### src/rtl/cwf_pkg.sv
package cwf_pkg;

    typedef enum logic [2:0] {
        ST_IDLE      = 3'd0,
        ST_REQ       = 3'd1,
        ST_WAIT_CRIT = 3'd2,
        ST_FILL_REST = 3'd3,
        ST_DONE      = 3'd4
    } fill_state_e;

endpackage

### src/rtl/cwf_beat_seq.sv
// Wrapped word index sequencer: index = (base + count) mod WORDS.
module cwf_beat_seq #(
    parameter int WORDS = 8,
    localparam int OFF_W = $clog2(WORDS)
) (
    input  logic             clk,
    input  logic             rst_n,
    input  logic             start,
    input  logic [OFF_W-1:0] start_off,
    input  logic             adv,
    output logic [OFF_W-1:0] idx_o,
    output logic             last_o
);
    typedef struct packed {
        logic [OFF_W-1:0] base;
        logic [OFF_W-1:0] cnt;
    } seq_t;

    seq_t seq_d, seq_q;

    always_comb begin
        seq_d = seq_q;
        if (start) begin
            seq_d.base = start_off;
            seq_d.cnt  = '0;
        end else if (adv) begin
            seq_d.cnt = seq_q.cnt + 1'b1;
        end
    end

    always_ff @(posedge clk) begin
        if (!rst_n) seq_q <= '0;
        else        seq_q <= seq_d;
    end

    // Power-of-two line size: truncation performs the modulo.
    assign idx_o  = seq_q.base + seq_q.cnt;
    assign last_o = (seq_q.cnt == OFF_W'(WORDS - 1));
endmodule

### src/rtl/cwf_fill_mask.sv
// Tracks which words of the line in flight have been written.
module cwf_fill_mask #(
    parameter int WORDS = 8,
    localparam int OFF_W = $clog2(WORDS)
) (
    input  logic             clk,
    input  logic             rst_n,
    input  logic             clr,
    input  logic             set_en,
    input  logic [OFF_W-1:0] set_idx,
    input  logic [OFF_W-1:0] probe_idx,
    output logic             filled_o
);
    logic [WORDS-1:0] mask_d, mask_q;

    always_comb begin
        mask_d = mask_q;
        if (clr) begin
            mask_d = '0;
        end else begin
            for (int w = 0; w < WORDS; w++) begin
                if (set_en && set_idx == OFF_W'(w)) mask_d[w] = 1'b1;
            end
        end
    end

    always_ff @(posedge clk) begin
        if (!rst_n) mask_q <= '0;
        else        mask_q <= mask_d;
    end

    assign filled_o = mask_q[probe_idx];
endmodule

### src/rtl/cwf_refill_ctrl.sv
module cwf_refill_ctrl
    import cwf_pkg::*;
#(
    parameter int LINE_AW = 26,
    parameter int WORDS   = 8,
    parameter int DATA_W  = 32,
    localparam int OFF_W  = $clog2(WORDS)
) (
    input  logic               clk,
    input  logic               rst_n,
    input  logic               miss_valid,
    input  logic [LINE_AW-1:0] miss_line,
    input  logic [OFF_W-1:0]   miss_off,
    output logic               miss_ready,
    output logic               mem_req_valid,
    output logic [LINE_AW-1:0] mem_req_line,
    output logic [OFF_W-1:0]   mem_req_off,
    input  logic               mem_req_ready,
    input  logic               mem_rvalid,
    input  logic [DATA_W-1:0]  mem_rdata,
    output logic               mem_rready,
    output logic               cpu_rvalid,
    output logic [DATA_W-1:0]  cpu_rdata,
    output logic               lw_en,
    output logic [OFF_W-1:0]   lw_idx,
    output logic [DATA_W-1:0]  lw_data,
    output logic               line_valid,
    input  logic               hit_valid,
    input  logic [LINE_AW-1:0] hit_line,
    input  logic [OFF_W-1:0]   hit_off,
    output logic               hit_stall
);
    typedef struct packed {
        fill_state_e        st;
        logic [LINE_AW-1:0] line;
        logic [OFF_W-1:0]   off;
    } ctrl_t;

    ctrl_t ctl_d, ctl_q;

    logic             miss_take;
    logic             beat_take;
    logic             seq_last;
    logic [OFF_W-1:0] seq_idx;
    logic             word_filled;
    logic             busy;

    assign miss_ready = (ctl_q.st == ST_IDLE);
    assign miss_take  = miss_valid && miss_ready;
    assign mem_rready = (ctl_q.st == ST_WAIT_CRIT) || (ctl_q.st == ST_FILL_REST);
    assign beat_take  = mem_rready && mem_rvalid;
    assign busy       = (ctl_q.st == ST_REQ) || mem_rready;

    cwf_beat_seq #(.WORDS(WORDS)) u_seq (
        .clk       (clk),
        .rst_n     (rst_n),
        .start     (miss_take),
        .start_off (miss_off),
        .adv       (beat_take),
        .idx_o     (seq_idx),
        .last_o    (seq_last)
    );

    cwf_fill_mask #(.WORDS(WORDS)) u_mask (
        .clk       (clk),
        .rst_n     (rst_n),
        .clr       (miss_take),
        .set_en    (beat_take),
        .set_idx   (seq_idx),
        .probe_idx (hit_off),
        .filled_o  (word_filled)
    );

    always_comb begin
        ctl_d = ctl_q;
        unique case (ctl_q.st)
            ST_IDLE: begin
                if (miss_take) begin
                    ctl_d.st   = ST_REQ;
                    ctl_d.line = miss_line;
                    ctl_d.off  = miss_off;
                end
            end
            ST_REQ:       if (mem_req_ready) ctl_d.st = ST_WAIT_CRIT;
            ST_WAIT_CRIT: if (mem_rvalid)    ctl_d.st = ST_FILL_REST;
            ST_FILL_REST: if (mem_rvalid && seq_last) ctl_d.st = ST_DONE;
            ST_DONE:      ctl_d.st = ST_IDLE;
            default:      ctl_d.st = ST_IDLE;
        endcase
    end

    always_ff @(posedge clk) begin
        if (!rst_n) begin
            ctl_q.st   <= ST_IDLE;
            ctl_q.line <= '0;
            ctl_q.off  <= '0;
        end else begin
            ctl_q <= ctl_d;
        end
    end

    assign mem_req_valid = (ctl_q.st == ST_REQ);
    assign mem_req_line  = ctl_q.line;
    assign mem_req_off   = ctl_q.off;

    assign lw_en   = beat_take;
    assign lw_idx  = seq_idx;
    assign lw_data = mem_rdata;

    assign cpu_rvalid = beat_take && (ctl_q.st == ST_WAIT_CRIT);
    assign cpu_rdata  = mem_rdata;

    assign line_valid = (ctl_q.st == ST_DONE);
    assign hit_stall  = hit_valid && busy && (hit_line == ctl_q.line) && !word_filled;
endmodule

### config.mk
export PLATFORM = sky130hd
export DESIGN_NAME = cwf_refill_ctrl
export DESIGN_NICKNAME = d
export VERILOG_FILES = /design/src/rtl/cwf_pkg.sv /design/src/rtl/cwf_beat_seq.sv /design/src/rtl/cwf_fill_mask.sv /design/src/rtl/cwf_refill_ctrl.sv
export SDC_FILE = /design/constraint.sdc
export NUM_CORES = 1
export LEC_CHECK = 0
export BUFFER_PORTS_ARGS = -buffer_cell sky130_fd_sc_hd__buf_2
export CORE_ASPECT_RATIO = 1.75
export CORE_MARGIN = 5
export CORE_UTILIZATION = 41
export CTS_BUF_LIST = sky130_fd_sc_hd__clkbuf_8 sky130_fd_sc_hd__clkbuf_16
export CTS_CLUSTER_SIZE = 20
export DETAILED_ROUTE_END_ITERATION = 10
export GPL_ROUTABILITY_DRIVEN = 1
export PLACE_DENSITY = 0.79
export SLEW_MARGIN = 20
export SYNTH_ARGS = -nofsm -noshare
export SYNTH_HDL_FRONTEND = slang
export SYNTH_SLANG_ARGS = --single-unit
### constraint.sdc
create_clock -name clk -period 2.3 [get_ports clk]
set_input_delay 0.345 -clock clk [delete_from_list [all_inputs] [get_ports clk]]
set_output_delay 0.345 -clock clk [all_outputs]
set_load 0.01 [all_outputs]
==> qor.tcl, run 1 <==
set qor(finalHoldWorstSlack_ps) 310
set qor(vias_per_cell) 4.81
set qor(power.total_mw) 1.82
set qor(cap_viol_max_count) 0
set qor(hold_buffers) 0
set qor(crit_fanout) 5
set qor(synth.mux.area_fraction_pct) 2.29
set qor(synth_compound_gate_area_share_pct) 10.9
set qor(pin_count) 199
set qor(dominantRegCellSynth) {dfxtp_1}
set qor(drive_gt1_share_pct) 34.7
set qor(rsz0062_at_grt) {yes}
set qor(postLayoutSetupSlackWorst_ps) 104
set qor(worst_ep_arrival_time_ps) 1850
set qor(period_share_pct) 95.5
set qor(timing.critical_path.required_ps) 1960
set qor(die_area_um2) 8600
set qor(critical_path.max_stage_delay_ps) 380
set qor(start_util_pct) 42.2
set qor(grt_first_pass_wirelength_mm) 10.5
set qor(clock_tree_root_buffer_cell) {clkbuf_16}
set qor(routed-via-count) 2031
set qor(grt_max_degree) 33
set qor(run_status) {finished, final reports clean}
set qor(portBuffers) 102
set qor(routed_wl_mm) 6.76
set qor(worstMarginPinSlew_ps) 508
set qor(route.detailed.wl_per_inst_um) 16.0
set qor(fp.dieH_um) 119
set qor(timing.critical_path.slowest_stage_cell) {fa_1}
set qor(finish.net_count) 439
set qor(clock_insertion_delay_at_the_later_pin_of_the_skew_report_ps) 280
set qor(synth_seq_area_share_pct) 30.9
set qor(setup.worst_path.end_class) {output port}
set qor(number_of_max_slew_violations_in_the_final_report) 0
set qor(yosys.cell_types.count) 35
set qor(gp_congestion) 0.791
set qor(drt_iter0_drc) 109
set qor(placement_stage_worst_setup_slack_ps) 302
set qor(syn_avg_cell_area_um2) 8.35
set qor(dpl_cell_area_um2) 2640
set qor(floorplan.rows) 39
set qor(inserted_clock_buffers) 5
set qor(tritoncts) {yes}
set qor(sinks_on_the_clock_net) 43
set qor(power_leakage_nw) 1.35
set qor(clkTransAtPathRegs_ps) 60
set qor(post-route-min-period_ps) 2200
set qor(chip_width_um) 72.3
set qor(min-delay-path-class) {primary input to register}
set qor(ctsLongestPathBuffers) 2
set qor(synth_edf_count) 0
set qor(core_um2) 6590
set qor(layout_commonest_cell) {buf_2}
set qor(post_synth_xor_area_fraction_pct) 9.13
set qor(route.antenna.remaining_nets) 0
set qor(synth.cell_area_um2) 2780
set qor(vdd_ir_drop_max_mv) 0.294
set qor(worst_clock_skew_ps) 3.38
set qor(number_of_synthesized_register_bits) 43
set qor(flow.area_growth_from_synthesis_pct) 0.0450
set qor(power_per_cell_area_nw_per_um2) 655
set qor(num_antenna_cells) 0
set qor(warnings_from_yosys) 0
set qor(synth_async_sr_flop_share_pct) 0
set qor(fmax_mhz) 455
set qor(post-route-util_pct) 42.2
set qor(overflow) 0
set qor(cts.htree.levels) 2
set qor(finalHoldViolations) 0
set qor(drt_pass1_iterations) 4
set qor(synth_simple_gate_area_share_pct) 16.4
set qor(grt_antenna_before_repair) 0
set qor(crit_path_cell_trace) {ha_1 > fa_1 > xnor2_1 > xor2_1 > inv_2 > buf_2}
set qor(synthesis.nets) 433
set qor(netlist_instances) 333
set qor(gr-usage-all-layers_pct) 15.6
set qor(worst_slew_margin_rel_pct) 66.2
set qor(dp.final_hpwl_mm) 5.33
set qor(setup_viol) 0
set qor(vias_in_the_first_global_route) 2157
set qor(post_synth_fa_ha_maj_area_fraction_pct) 2.07
set qor(final_cell_mix) {buf_2, nand2_1, dfxtp_1}
set qor(crit_path_start_kind) {register}
set qor(dominant_combinational_cell_family_by_area_after_synthesis) {buffers and inverters}
set qor(final_area_um2) 2780
set qor(critPathKind) {register to output port}
set qor(detail_route.drc_violations) 0
-- synthesized netlist by cell type, types with 5 or more instances --
| library cell | n | area (um2) |
|---|---|---|
| buf_4 | 93 | 698 |
| nand2_1 | 65 | 244 |
| dfxtp_1 | 43 | 861 |
| a21boi_0 | 28 | 210 |
| xor2_1 | 23 | 201 |
| nor2_1 | 15 | 56.3 |
| a31oi_1 | 6 | 37.5 |
| xnor2_1 | 6 | 52.6 |
| a21oi_1 | 5 | 25.0 |
| clkbuf_1 | 5 | 18.8 |
| nor4_1 | 5 | 31.3 |
-- sequential cells by signal, indices dropped and copies added (netlist names) --
name,cells
u_seq.seq_q,4
u_mask.mask_q,8
ctl_q,3
mem_req_line,26
mem_req_off,2
-- final timing paths --
kind	startpoint	end	slack [ps]	cells after the start
min	miss_line[22]	mem_req_line[22]$_SDFFE_PN0P_	310	3
max reg2reg	mem_req_off[0]$_SDFFE_PN0P_	u_mask.mask_q[7]$_SDFFE_PP0P_	520	7
max	mem_req_off[0]$_SDFFE_PN0P_	lw_idx[2]	100	6
min reg2reg	u_mask.mask_q[6]$_SDFFE_PP0P_	u_mask.mask_q[6]$_SDFFE_PP0P_	470	2
-- power breakdown --
group	switching (mW)	internal (mW)	leakage (nW)
logic	0.168	0.143	0.924
clock network	0.285	0.396	0.0710
registers	0.0445	0.786	0.352
-- repair_timing --
| item | CTS | global route |
|---|---|---|
| hold endpoints to repair | 0 | 0 |
| gates resized for setup | 0 | 3 |
| endpoints found under the setup margin | 0 | 2 |
| buffers inserted | 0 | 0 |
-- metrics by stage --
step | instances | TNS [ps]
2_1_floorplan | 333 | 0
3_3_place_gp | 414 | 0
3_5_place_dp | 414 | 0
4_1_cts | 422 | 0
5_1_grt | 422 | -1.66
6_report | 422 | 0
-- logic make-up after synthesis --
group | count (synthesis)
buffers and inverters | 109
and+or+nand+nor | 101
AOI/OAI and AO/OA | 44
DFF | 43
xor gates and xnor gates | 29
adders and majority gates | 4
muxes | 3
-- metal layers --
layer | vias up | wire, um | GRT usage, %
met1 | 896 | 2330 | 16.0
met4 | 0 | 605 | 14.0
met3 | 71 | 559 | 2.95
met2 | 70 | 3260 | 25.9
li1 | 994 | - | -
met5 | - | 0 | 0
-- area by class of cell --
type                    count  area, um2
multi-input cells         181       1130
inverters                   4       15.0
well taps                  82        103
repair buffers            104        526
fillers                   677       3800
clock buffers               5        125
flip-flops and latches     43        863
clock inverters             3       16.3
-- critical path: cells and delay by family (launching register included) --
kind | cells | cell delay, ps
xor gates and xnor gates | 2 | 400
adders and majority gates | 2 | 590
buffers and inverters | 2 | 240
DFF | 1 | 340
Power figures use the tool's default switching activity.
==> inputs of run 2 (changes only) <==
- CORE_MARGIN: 5 -> default
==> qor.tcl, run 2 (synthesized netlist as in run 1, its figures left out) <==
set qor(run_status) {finished, final reports clean}
set qor(drive_gt1_share_pct) 36.8
set qor(portBuffers) 102
set qor(grt_max_degree) 30
set qor(finalHoldViolations) 0
set qor(largest_reg_flops) 26
set qor(routed_wl_mm) 6.53
set qor(grt_antenna_before_repair) 0
set qor(post-route-util_pct) 43.6
set qor(finish.net_count) 441
set qor(detail_route.drc_violations) 0
set qor(layout.filler_cells) 703
set qor(crit_fanout) 3
set qor(worst_setup_path_startpoint) {mem_req_line[15]$_SDFFE_PN0P_}
set qor(worst_slew_margin_rel_pct) 71.6
set qor(ctsLongestPathBuffers) 2
set qor(clock_tree_root_buffer_cell) {clkbuf_16}
set qor(power_per_cell_area_nw_per_um2) 692
set qor(worst_path_most_repeated_cell) {nor4_2}
set qor(vias_in_the_first_global_route) 2072
set qor(timing.critical_path.required_ps) 1960
set qor(critical_path.max_stage_delay_ps) 350
set qor(start_util_pct) 42.5
set qor(cp-endpoint) {hit_stall}
set qor(placement_stage_worst_setup_slack_ps) 262
set qor(worst_clock_skew_ps) 5.37
set qor(gr-usage-all-layers_pct) 18.4
set qor(power_leakage_nw) 1.37
set qor(vdd_ir_drop_max_mv) 0.333
set qor(post-route-min-period_ps) 2240
set qor(reg2reg_setup_slack_ps) 440
set qor(flow.area_growth_from_synthesis_pct) 2.56
set qor(timing.critical_path.slowest_stage_cell) {nor4_2}
set qor(vias_per_cell) 4.92
set qor(hold_depth) 3
set qor(path_delay_family) {simple AND/OR/NAND/NOR gates}
set qor(drt_iter0_drc) 60
set qor(grt_first_pass_wirelength_mm) 9.76
set qor(clock_insertion_delay_at_the_later_pin_of_the_skew_report_ps) 280
set qor(critPathKind) {register to output port}
set qor(critical_path_cell_count) 5
set qor(min-delay-path-class) {primary input to register}
set qor(finalHoldWorstSlack_ps) 302
set qor(cap_viol_max_count) 0
set qor(drt_pass1_iterations) 4
set qor(setup_viol) 0
set qor(clkTransAtPathRegs_ps) 60
set qor(die_area_um2) 7130
set qor(chip_width_um) 64.3
set qor(netSwitchingFraction_pct) 25.4
set qor(crit_path_start_kind) {register}
set qor(final_cell_mix) {buf_2, nand2_1, dfxtp_1}
set qor(crit_path_cell_trace) {xor2_1 > nor4_2 > nand4_1 > nor4_2 > buf_2}
set qor(rr_worst_depth) 8
set qor(period_share_pct) 97.3
set qor(gp_congestion) 0.821
set qor(setup.worst_path.end_class) {output port}
set qor(fmax_mhz) 447
set qor(net_switching_uw) 501
set qor(postLayoutSetupSlackWorst_ps) 62.5
set qor(power.sequential.fraction_pct) 42.1
set qor(hold_buffers) 0
set qor(route.detailed.wl_per_inst_um) 15.4
set qor(cts.htree.levels) 2
set qor(routed-via-count) 2084
set qor(number_of_max_slew_violations_in_the_final_report) 0
set qor(num_antenna_cells) 0
set qor(route.antenna.remaining_nets) 0
set qor(floorplan.rows) 39
set qor(power.internal_mw) 1.47
set qor(p_comb_share_pct) 16.3
set qor(sinks_on_the_clock_net) 43
set qor(fp.dieH_um) 111
set qor(worstMarginPinSlew_ps) 425
set qor(crit_path_buffers_inverters) 1
set qor(pin_count) 199
set qor(tritoncts) {yes}
set qor(inserted_clock_buffers) 5
set qor(worst_ep_arrival_time_ps) 1890
set qor(r2r-end) {u_mask.mask_q[5]$_SDFFE_PP0P_}
set qor(clk_network_pwr_share_pct) 41.6
set qor(layout_commonest_cell) {buf_2}
set qor(dp.final_hpwl_mm) 5.03
set qor(crit-reg2reg-launch) {mem_req_off[0]$_SDFFE_PN0P_}
set qor(overflow) 0
set qor(core_um2) 6540
[run 2: changes by cell type in the layout (fill, tap and decap cells not counted), sizes merged]
cell      change
buf           +2
bufinv        +1
clkbuf        +1
clkinvlp      -1
inv           -1
[run 2: worst min-delay path by stage]
stage / startpoint / end
after floorplan: u_mask.mask_q[1]$_SDFFE_PP0P_ / u_mask.mask_q[1]$_SDFFE_PP0P_
after global placement: u_mask.mask_q[1]$_SDFFE_PP0P_ / u_mask.mask_q[1]$_SDFFE_PP0P_
after detailed placement: u_mask.mask_q[6]$_SDFFE_PP0P_ / u_mask.mask_q[6]$_SDFFE_PP0P_
after CTS: miss_line[23] / mem_req_line[23]$_SDFFE_PN0P_
after global routing: miss_line[23] / mem_req_line[23]$_SDFFE_PN0P_
final: miss_off[0] / mem_req_off[0]$_SDFFE_PN0P_
[run 2: per-stage QoR]
step                      total power, mW  cell area [um2]  setup TNS, ps  cells
after floorplan                      1.19             2780              0    333
after detailed placement             1.16             2650              0    415
after CTS                            1.99             2830              0    423
final                                1.97             2850              0    424
after global routing                 2.06             2850          -2.08    424
after global placement               1.15             2650              0    415
[run 2: layer usage]
layer,wire [um],up-vias,GRT usage (%)
met5,0,-,0
met4,523,0,16.6
met3,416,62,3.09
met2,3360,68,32.1
met1,2230,949,17.7
li1,-,1005,-
[run 2: cell type report]
cell class	count	area, um2	area share [%]
timing repair buffer	106	541	18.9
tap	82	103	3.60
multi-input combinational	181	1160	40.5
clock inverter	2	35.0	1.23
sequential	43	865	30.3
clock buffer	6	139	4.87
inverter	4	15.0	0.526
[run 2: power groups by stage]
| stage | clock (mW) | combinational (mW) | sequential, mW |
|---|---|---|---|
| floorplan | 0 | 0.356 | 0.829 |
| global placement | 0 | 0.309 | 0.846 |
| detailed placement | 0 | 0.316 | 0.848 |
| CTS | 0.839 | 0.319 | 0.832 |
| global route | 0.864 | 0.361 | 0.837 |
| finish | 0.820 | 0.322 | 0.832 |
[run 2: repair_timing]
| item | 4_1_cts | 5_1_grt |
|---|---|---|
| pin swaps | 0 | 3 |
| buffers inserted | 0 | 1 |
| endpoints found under the setup margin | 1 | 2 |
| resized for setup | 2 | 6 |
[run 2: worst register-to-register path: stages, from the launching register on]
cell     delay [ps]
dfxtp_2         330
ha_1            200
fa_2            340
xnor2_1         190
xor2_1          230
inv_2            90
buf_4           140
a31oi_1         170
nor2_1           60
